==> config.mk <==
export PLATFORM = sky130hd
export DESIGN_NAME = rtc_cmp_irq
export DESIGN_NICKNAME = d
export VERILOG_FILES = /design/src/rtl/rtc_cmp_pkg.sv /design/src/rtl/rtc_free_counter.sv /design/src/rtl/rtc_cmp_channel.sv /design/src/rtl/rtc_bus_port.sv /design/src/rtl/rtc_cmp_irq.sv
export SDC_FILE = /design/constraint.sdc
export NUM_CORES = 1
export LEC_CHECK = 0
export CAP_MARGIN = 20
export CORE_UTILIZATION = 49
export CTS_BUF_LIST = sky130_fd_sc_hd__clkbuf_8
export CTS_CLUSTER_SIZE = 12
export DETAILED_ROUTE_END_ITERATION = 16
export DONT_BUFFER_PORTS = 1
export GPL_TIMING_DRIVEN = 0
export PLACE_DENSITY = 0.76
export SETUP_SLACK_MARGIN = 0.1
export SLEW_MARGIN = 20
export SYNTH_ARGS = -nofsm -noshare
export SYNTH_HDL_FRONTEND = slang
export SYNTH_SLANG_ARGS = --single-unit
==> constraint.sdc <==
create_clock -name clk -period 2.3 [get_ports clk]
set_clock_uncertainty 0.15 [all_clocks]
set_input_delay 0.46 -clock clk [delete_from_list [all_inputs] [get_ports clk]]
set_output_delay 0.46 -clock clk [all_outputs]
set_load 0.005 [all_outputs]
==> src/rtl/rtc_cmp_pkg.sv <==
package rtc_cmp_pkg;
    localparam int WORD_W  = 64;
    localparam int VEC_W   = 8;
    localparam int VEC_LSB = 0;
    localparam int PID_W   = 16;
    localparam int PID_LSB = 16;

    // word addresses; channel blocks are four words apart
    localparam int A_COUNT    = 0;
    localparam int A_EVENT    = 1;
    localparam int A_EVCLR    = 2;
    localparam int A_CMP_BASE = 4;
    localparam int A_ENA_BASE = 8;
    localparam int A_CFG_BASE = 12;

    typedef enum logic [1:0] {
        CH_IDLE,
        CH_WATCH,
        CH_HELD,
        CH_LATCHED
    } ch_state_e;
endpackage

==> src/rtl/rtc_free_counter.sv <==
module rtc_free_counter #(
    parameter int CNT_W = 55
) (
    input  logic             clk,
    input  logic             rst_n,
    output logic [CNT_W-1:0] count
);
    always_ff @(posedge clk or negedge rst_n) begin
        if (!rst_n) count <= '0;
        else        count <= count + 1'b1;
    end

    assert_count_step_R1: assert property (@(posedge clk) disable iff (!rst_n)
        rst_n |=> count == CNT_W'($past(count) + 1'b1));
endmodule

==> src/rtl/rtc_cmp_channel.sv <==
module rtc_cmp_channel
    import rtc_cmp_pkg::*;
(
    input  logic              clk,
    input  logic              rst_n,
    input  logic [WORD_W-1:0] now_val,
    input  logic              wr_cmp,
    input  logic              wr_ena,
    input  logic              wr_cfg,
    input  logic [WORD_W-1:0] wdata,
    input  logic              clr_hit,
    output logic [WORD_W-1:0] cmp_q,
    output logic              en,
    output logic              pend,
    output logic              irq,
    output logic [VEC_W-1:0]  vec_q,
    output logic [PID_W-1:0]  pid_q
);
    ch_state_e state_q, state_d;
    logic      hit, nxt_en, nxt_pend;

    always_ff @(posedge clk or negedge rst_n) begin
        if (!rst_n) begin
            cmp_q <= '1;
            vec_q <= '0;
            pid_q <= '0;
        end else begin
            if (wr_cmp) cmp_q <= wdata;
            if (wr_cfg) begin
                vec_q <= wdata[VEC_LSB +: VEC_W];
                pid_q <= wdata[PID_LSB +: PID_W];
            end
        end
    end

    always_ff @(posedge clk or negedge rst_n) begin
        if (!rst_n) state_q <= CH_IDLE;
        else        state_q <= state_d;
    end

    // next state: arm, fire, mask, unmask, ack, disarm
    always_comb begin
        hit      = (now_val >= cmp_q);
        nxt_pend = (pend & ~clr_hit) | (en & hit);
        nxt_en   = wr_ena ? wdata[0] : en;
        unique case ({nxt_en, nxt_pend})
            2'b00:   state_d = CH_IDLE;
            2'b10:   state_d = CH_WATCH;
            2'b11:   state_d = CH_HELD;
            default: state_d = CH_LATCHED;
        endcase
    end

    always_comb begin
        unique case (state_q)
            CH_IDLE:    begin en = 1'b0; pend = 1'b0; irq = 1'b0; end
            CH_WATCH:   begin en = 1'b1; pend = 1'b0; irq = 1'b0; end
            CH_HELD:    begin en = 1'b1; pend = 1'b1; irq = 1'b1; end
            default:    begin en = 1'b0; pend = 1'b1; irq = 1'b0; end
        endcase
    end

    assert_set_needs_enable_R3: assert property (@(posedge clk) disable iff (!rst_n)
        $rose(pend) |-> $past(en));
    assert_sticky_pending_R4: assert property (@(posedge clk) disable iff (!rst_n)
        (pend && !clr_hit) |=> pend);
    assert_parked_never_fires_R2: assert property (@(posedge clk) disable iff (!rst_n)
        (!pend && cmp_q == '1) |=> !pend);
    assert_clear_refires_R6: assert property (@(posedge clk) disable iff (!rst_n)
        (en && !wr_ena && clr_hit && now_val >= cmp_q) |=> pend);
endmodule

==> src/rtl/rtc_bus_port.sv <==
module rtc_bus_port
    import rtc_cmp_pkg::*;
#(
    parameter int NCH    = 3,
    parameter int ADDR_W = 6
) (
    input  logic                  clk,
    input  logic                  rst_n,
    input  logic                  bus_wr,
    input  logic                  bus_rd,
    input  logic [ADDR_W-1:0]     bus_addr,
    input  logic [WORD_W-1:0]     count_ext,
    input  logic [WORD_W-1:0]     status_w,
    input  logic [NCH*WORD_W-1:0] cmp_flat,
    input  logic [NCH-1:0]        en_vec,
    input  logic [NCH*WORD_W-1:0] cfg_flat,
    output logic [NCH-1:0]        wr_cmp,
    output logic [NCH-1:0]        wr_ena,
    output logic [NCH-1:0]        wr_cfg,
    output logic                  clr_wr,
    output logic [WORD_W-1:0]     rdata,
    output logic                  rvalid
);
    logic [WORD_W-1:0] rd_mux;

    assign clr_wr = bus_wr && (bus_addr == ADDR_W'(A_EVCLR));

    for (genvar i = 0; i < NCH; i++) begin : g_dec
        assign wr_cmp[i] = bus_wr && (bus_addr == ADDR_W'(A_CMP_BASE + i));
        assign wr_ena[i] = bus_wr && (bus_addr == ADDR_W'(A_ENA_BASE + i));
        assign wr_cfg[i] = bus_wr && (bus_addr == ADDR_W'(A_CFG_BASE + i));
    end

    always_comb begin
        rd_mux = '0;
        if (bus_addr == ADDR_W'(A_COUNT)) rd_mux = count_ext;
        if (bus_addr == ADDR_W'(A_EVENT)) rd_mux = status_w;
        for (int i = 0; i < NCH; i++) begin
            if (bus_addr == ADDR_W'(A_CMP_BASE + i)) rd_mux = cmp_flat[i*WORD_W +: WORD_W];
            if (bus_addr == ADDR_W'(A_ENA_BASE + i)) rd_mux = WORD_W'(en_vec[i]);
            if (bus_addr == ADDR_W'(A_CFG_BASE + i)) rd_mux = cfg_flat[i*WORD_W +: WORD_W];
        end
    end

    always_ff @(posedge clk or negedge rst_n) begin
        if (!rst_n) begin
            rvalid <= 1'b0;
            rdata  <= '0;
        end else begin
            rvalid <= bus_rd;
            if (bus_rd) rdata <= rd_mux;
        end
    end

    assert_read_latency_R9: assert property (@(posedge clk) disable iff (!rst_n)
        bus_rd |=> rvalid);
endmodule

==> src/rtl/rtc_cmp_irq.sv <==
module rtc_cmp_irq
    import rtc_cmp_pkg::*;
#(
    parameter int CNT_W    = 55,
    parameter int NCH      = 3,
    parameter int ADDR_W   = 6,
    parameter int EVT_BASE = 1
) (
    input  logic                 clk,
    input  logic                 rst_n,
    input  logic                 bus_wr,
    input  logic                 bus_rd,
    input  logic [ADDR_W-1:0]    bus_addr,
    input  logic [63:0]          bus_wdata,
    output logic [63:0]          bus_rdata,
    output logic                 bus_rvalid,
    output logic [NCH-1:0]       irq,
    output logic [NCH*8-1:0]     ch_vector,
    output logic [NCH*16-1:0]    ch_target
);
    logic [CNT_W-1:0]      count;
    logic [WORD_W-1:0]     count_ext, status_w;
    logic [NCH*WORD_W-1:0] cmp_flat, cfg_flat;
    logic [NCH-1:0]        en_vec, pend_vec, wr_cmp, wr_ena, wr_cfg, clr_hit;
    logic                  clr_wr;

    rtc_free_counter #(.CNT_W(CNT_W)) i_count (
        .clk(clk), .rst_n(rst_n), .count(count)
    );

    assign count_ext = WORD_W'(count);

    for (genvar i = 0; i < NCH; i++) begin : g_ch
        logic [VEC_W-1:0] vec_q;
        logic [PID_W-1:0] pid_q;

        assign clr_hit[i] = clr_wr & bus_wdata[EVT_BASE + i];

        rtc_cmp_channel i_ch (
            .clk(clk), .rst_n(rst_n), .now_val(count_ext),
            .wr_cmp(wr_cmp[i]), .wr_ena(wr_ena[i]), .wr_cfg(wr_cfg[i]),
            .wdata(bus_wdata), .clr_hit(clr_hit[i]),
            .cmp_q(cmp_flat[i*WORD_W +: WORD_W]), .en(en_vec[i]),
            .pend(pend_vec[i]), .irq(irq[i]), .vec_q(vec_q), .pid_q(pid_q)
        );

        assign ch_vector[i*VEC_W +: VEC_W] = vec_q;
        assign ch_target[i*PID_W +: PID_W] = pid_q;
        assign cfg_flat[i*WORD_W +: WORD_W] =
            (WORD_W'(pid_q) << PID_LSB) | (WORD_W'(vec_q) << VEC_LSB);
    end

    always_comb begin
        status_w = '0;
        for (int i = 0; i < NCH; i++) status_w[EVT_BASE + i] = pend_vec[i];
    end

    rtc_bus_port #(.NCH(NCH), .ADDR_W(ADDR_W)) i_bus (
        .clk(clk), .rst_n(rst_n), .bus_wr(bus_wr), .bus_rd(bus_rd),
        .bus_addr(bus_addr), .count_ext(count_ext), .status_w(status_w),
        .cmp_flat(cmp_flat), .en_vec(en_vec), .cfg_flat(cfg_flat),
        .wr_cmp(wr_cmp), .wr_ena(wr_ena), .wr_cfg(wr_cfg), .clr_wr(clr_wr),
        .rdata(bus_rdata), .rvalid(bus_rvalid)
    );
endmodule

After elaboration in Yosys (flattened, before gate mapping)
Cells that the tools add are included.
- bitwise operators: 18
- eq/ne operators: 23
- reduce and logical (&&, ||, !) cells: 23
- muxes and demuxes: 26
- add/sub/neg operators: 1
- $lt $le $gt $ge: 3
- operators by type and width (operator ; count):
    two-way mux 64 bit ; 10
    >= comparator 55 x 64 -> 1 bit ; 3
    OR 32 x 8 -> 32 bit ; 3
    adder 55 x 1 -> 55 bit (second input constant) ; 1
    two-way mux 55 bit ; 1
    == test 6 x 4 -> 1 bit (second input constant) ; 6
    == test 2 bit (second input constant) ; 9
    == test 6 x 3 -> 1 bit (second input constant) ; 3
    case mux 2 bit (3 select lines) ; 3
    zero test 2 bit ; 6
    two-way mux 1 bit ; 12
    OR reduction 2 bit ; 6
    logical AND 1 bit ; 10
    AND 1 bit ; 9
    == test 2 x 1 -> 1 bit (second input constant) ; 3
    == test 6 x 1 -> 1 bit (second input constant) ; 1
    == test 6 x 2 -> 1 bit (second input constant) ; 1
    zero test 6 bit ; 1
    inverter 1 bit ; 3
    OR 1 bit ; 3
- word-level logic and storage cells: 109
- input bits: 74
- output and inout port bits: 140
- register bits after elaboration: 390

Logic depth before layout (Yosys ltp)
- depth after elaboration: 13
- depth in mapped cells: 9

Hierarchy
From an unflattened synthesis, not the netlist that was laid out.
- cell total of the unflattened synthesis: 2436
- area, all modules: 23640.2 sq um
- modules (own cells, without submodules) (module ; cells an instance ; area an instance (sq um) ; seq. area each (sq um) ; times used):
    rtc_cmp_channel ; 502 ; 4946.0 ; 2332.2 ; 3
    rtc_bus_port ; 697 ; 6239.7 ; 1626.6 ; 1
    rtc_free_counter ; 229 ; 2539.9 ; 1376.3 ; 1
    rtc_cmp_irq ; 4 ; 22.5 ; 0.0 ; 1

Least setup slack after synthesis
No wires, ideal clock.
- path type: register -> register
- from: reg g_ch[0].i_ch.cmp_q[11]
- to: reg g_ch[0].i_ch.state_q[0]
- required time: 2.056 ns
- data arrival time: 2.209 ns
- clock period less this slack: 2.453 ns
- slack: -0.153 ns
- cell stages (with the launch flop): 10
- library setup time: 0.094 ns
- cells stage by stage: dfstp_2 > inv_1 > ha_1 > a21oi_1 > o21ai_0 > a2111oi_0 > o31ai_1 > a221oi_1 > o211ai_1 > a211oi_1
- longest elaborated chain between the ends: 5
- elaborated cells between the ends (all ways): 7
- classes of those cells: order compare: 1; eq/ne: 2; mux: 1; bitwise: 2; reduce/logical: 1
- RTL lines (item ; RTL line ; text):
    start: declaration ; rtc_cmp_channel.sv:12 ; output logic [WORD_W-1:0] cmp_q,
    start signal: assignment ; rtc_cmp_channel.sv:28 ; if (wr_cmp) cmp_q <= wdata;
    >= comparator 55 x 64 -> 1 bit * ; rtc_cmp_channel.sv:43 ; hit = (now_val >= cmp_q);
    AND 1 bit * ; rtc_cmp_channel.sv:44 ; nxt_pend = (pend & ~clr_hit) | (en & hit);
    OR 1 bit * ; rtc_cmp_channel.sv:44 ;
    == test 2 bit or zero test 2 bit (tied branches) ; rtc_cmp_channel.sv:46 ; unique case ({nxt_en, nxt_pend})
    case mux 2 bit (3 select lines) * ; rtc_cmp_channel.sv:46 ;
    net g_ch[0].i_ch.state_d[0] ; rtc_cmp_channel.sv:19 ; ch_state_e state_q, state_d;
    end signal: assignment ; rtc_cmp_channel.sv:38 ; else state_q <= state_d;
    end: declaration ; rtc_cmp_channel.sv:19 ;
Mark *: on every way through the listed nets, which the timed path passes. The rest lies on a longest branch.
A chain may end at the register's enable or synchronous reset.

Worst setup path in the final report
- from: reg i_count.count[33]
- to: reg g_ch[1].i_ch.state_q[0]
- longest elaborated chain between the ends: 5
- elaborated cells between the ends (all ways): 7
- classes of those cells: order compare: 1; eq/ne: 2; mux: 1; bitwise: 2; reduce/logical: 1
- RTL lines (item ; RTL line ; text):
    start: declaration ; rtc_free_counter.sv:6 ; output logic [CNT_W-1:0] count
    start signal: assignment ; rtc_free_counter.sv:10 ; else count <= count + 1'b1;
    >= comparator 55 x 64 -> 1 bit * ; rtc_cmp_channel.sv:43 ;
    AND 1 bit * ; rtc_cmp_channel.sv:44 ;
    OR 1 bit * ; rtc_cmp_channel.sv:44 ;
    == test 2 bit or zero test 2 bit (tied branches) ; rtc_cmp_channel.sv:46 ;
    case mux 2 bit (3 select lines) * ; rtc_cmp_channel.sv:46 ;
    net g_ch[1].i_ch.state_d[0] ; rtc_cmp_channel.sv:19 ;
    end signal: assignment ; rtc_cmp_channel.sv:38 ;
    end: declaration ; rtc_cmp_channel.sv:19 ;
Marked as above.

==> run metrics <==
run status=finished with violations; violations in the final reports=negative hold slack, negative setup slack; Pre-antenna DRT Iters=9; area of the core=42,100 µm²; count of pins over their slew limit=0; number of vias per cell=6.23; number of sinks handled by clock tree synthesis=390; setup slack at placement=-999 ps; share of synthesized area spent on multiplexers=15.1%; leakage dissipation=approximately 11 nW; chip height=209 µm; top routing layer used=met4; routability congestion estimate from global placement=roughly 0.94; cell count after placement=2,411; Skew-Pair Late Insertion Delay=660 ps; Post-Synth Adder-Cell Area=10.4%; part of the total power dissipated in sequential elements=a little under half; internal power=12.8 mW; maximum frequency from static timing analysis=~360 MHz; count of synthesis-stage warnings from yosys=0; crit path buf inv count=0; type of the setup path with the least slack=flip-flop to flip-flop; top flip-flop cell by instance count after synthesis=sky130_fd_sc_hd__dfrtp_1; maximum number of pins on one net before global-route repair=391; DRC violation count after routing=0; initial antenna violation count=3; ANT nets after route=0; kind of path behind the tightest hold check=input port to asynchronous set/reset pin; horizontal die dimension=~210 µm; critical path's slowest cell=sky130_fd_sc_hd__dfrtp_1; I/O pin count=214; buffer depth of the longest clock path=3; cell breakdown of the critical path=ha_1 -> nand4_1 -> nor3_4 -> nor4bb_4 -> nor3b_4 -> a22oi_2 -> a31oi_2 -> xnor2_1; CTS tree=done; Final Core Density=between 50% and 60%; flip-flop and latch count after synthesis=390; endpoints failing hold=295; total die area=around 44,000 µm²; layout cells sized above 1=36.8%; compound-gate portion of the synthesized area=about 11%; synthesized area per cell=~11 µm²; routed metal-1 wire length=between 20,000 and 30,000 µm; post-synthesis xor/xnor area fraction=2.33%; starting utilization of the core area=49.9%; clock-pin transition on the worst setup and hold timing paths=around 60 ps; shortest period the worst path allows=2750 ps; maximum fanout along the worst path=7; final layout net count=2,310; worst vdd rail ir drop=approximately 0.46 mV; average routed wire per standard cell=25.2 µm; critical path data arrival time=~3100 ps; number of DRC violations after detailed-routing iteration 0=1,624; post-route setup slack=-451 ps; nets in the synthesized netlist=2,121; Final Instance Count excl. Fillers=around 2,700; relative slew slack=11.3%; via count of the first global-routing pass=16,885; part of the total power dissipated in the clock network=35.9%; WHS=-629 ps; final HPWL from detailed placement=46,000 µm; ratio of final minimum period to clock period=120%; aggregate global-route resource usage=a little under a third; dominant delay contributor by cell family on the critical path=simple AND/OR/NAND/NOR gates; met2 routed wirelength=30,000 µm; simple-gate portion of the synthesized area=8.67%; cell at the root of the clock tree=sky130_fd_sc_hd__clkbuf_8; Site Rows=75; number of buffers created by CTS=69; main combinational cell family by area after synthesis=multiplexers; switch share=29.4%; Synth async-reset ratio=100%; switching power=~5.3 mW; WP data required=2660 ps; total power per unit cell area=726 nW/µm²; overflow left after global routing=0; WL met3=6880 µm; slew at the pin closest to its max-slew limit=1330 ps; hold-fix buffer count after cts=66; via total after detailed routing=16,565; count of input and output buffers=0; share of total power in combinational logic=16.3%; kind of start point of the critical path=flip-flop; post-detailed-routing wire length=67,100 µm; total of endpoints with negative setup slack in the final report=21; kind of end point of the critical path=flip-flop; layout-stage area growth over the synthesis result=18.5%; number of library cell types mapped by synthesis=73; RSZ-0062 raised after global routing=true; longest individual stage delay on the worst path=520 ps; overall power=between 15 and 20 mW; cell area after synthesis=21,000 µm²; Max H-tree Level=3; register area share after synthesis=47.5%; number of enable flip-flop cells after synthesis=0; number of instances in the synthesized netlist=around 1,900; global-route wire length before repair=101,000 µm; Max Cap Violations=0
==> power groups by stage <==
stage	Combinational (mW)	Clock (mW)	Sequential [mW]
floorplan	1.80	0	8.45
global placement	2.32	0	8.68
detailed placement	2.40	0	8.71
CTS	2.80	6.55	8.62
global route	3.19	6.83	8.73
finish	2.95	6.49	8.64
==> cell families after synthesis <==
family                   count (synthesis)
adder cells (fa/ha/maj)                175
AND/OR/NAND/NOR                        369
flip-flops                             390
AO/OA/AOI/OAI                          335
XOR/XNOR                                55
buffers and inverters                  265
multiplexers                           283
==> layout by cell type (no fill, tap or decap), drive strengths merged, types with 7 or more instances in the layout <==
cell and n:
dfrtp 198, nor4 8, a21oi 83, and3 15
inv 210, buf 68, xnor2 38, nand2 101
a21o 24, a22oi 9, a31oi 53, and2 10
mux2 266, a222oi 58, nor2 115, a211oi 9
and4 7, nand3 34, nand4 36, mux2i 16
dfstp 192, ha 175, clkbuf 156, nor3 13
a221oi 19, o21ai 45, clkinv 8, dlygate4sd3 66
xor2 17, nor2b 7
==> synth_stat cells, drive strengths merged (34+ instances only) <==
cell    number  area [µm²]
a222oi      58         581
clkbuf      68         255
a31oi       53         332
dfrtp      198        4950
a21oi       83         419
inv        179         672
xnor2       38         340
dfstp      192        5040
ha         175        2190
nand2      101         382
nand4       36         246
o21ai       45         225
nand3       34         170
nor2       115         434
mux2       266        3000
==> routing by layer <==
| layer | track usage (%) | vias up |
|---|---|---|
| met1 | 39.3 | 8352 |
| met3 | 9.14 | 190 |
| met5 | 0 | - |
| met2 | 46.4 | 821 |
| met4 | 16.4 | 0 |
| li1 | - | 7202 |
==> flip-flops by register name, indices dropped and copies added (netlist names) <==
signal             cells
i_bus.rvalid           1
g_ch.i_ch.pid_q       48
g_ch.i_ch.cmp_q      192
i_bus.rdata           64
g_ch.i_ch.vec_q       24
g_ch.i_ch.state_q      6
i_count.count         55
==> per-stage QoR <==
stage | setup TNS [ps] | cell area (µm²)
after global routing | -5010 | 24900
after floorplan | -120 | 21200
after CTS | -1800 | 24500
after global placement | -176560 | 21800
final | -3520 | 24900
after detailed placement | -181930 | 21800
==> cell type report <==
| type | instances | area [µm²] |
|---|---|---|
| Multi-Input combinational cell | 1217 | 10700 |
| Antenna cell | 3 | 7.51 |
| Clock buffer | 86 | 1180 |
| Sequential cell | 390 | 10000 |
| Fill cell | 3292 | 17200 |
| Timing Repair Buffer | 118 | 1100 |
| Buffer | 86 | 399 |
| Clock inverter | 41 | 199 |
| Inverter | 179 | 672 |
| Tap cell | 539 | 674 |
==> path summary, 6_finish.rpt <==
kind,from,cells past startpoint,to,slack [ps]
worst min register to register,i_count.count[0],1,i_count.count[0],340
min in group clk,bus_wdata[2],4,g_ch[1].i_ch.state_q[1],90
max in group asynchronous,rst_n,0,i_count.count[29],1470
worst min-delay path,rst_n,0,i_count.count[21],-630
worst max-delay path,i_count.count[33],8,g_ch[1].i_ch.state_q[0],-450
worst max register to register,i_count.count[33],8,g_ch[1].i_ch.state_q[0],-450
==> repair_timing <==
item / in CTS / in global routing
hold endpoints to repair: 650 / 390
endpoints found under the setup margin: 166 / 116
cloned: 0 / 0
resized for setup: 96 / 97
pin swaps: 25 / 25
setup buffers: 32 / 21
Note: power is estimated with default switching activity, not from simulation.
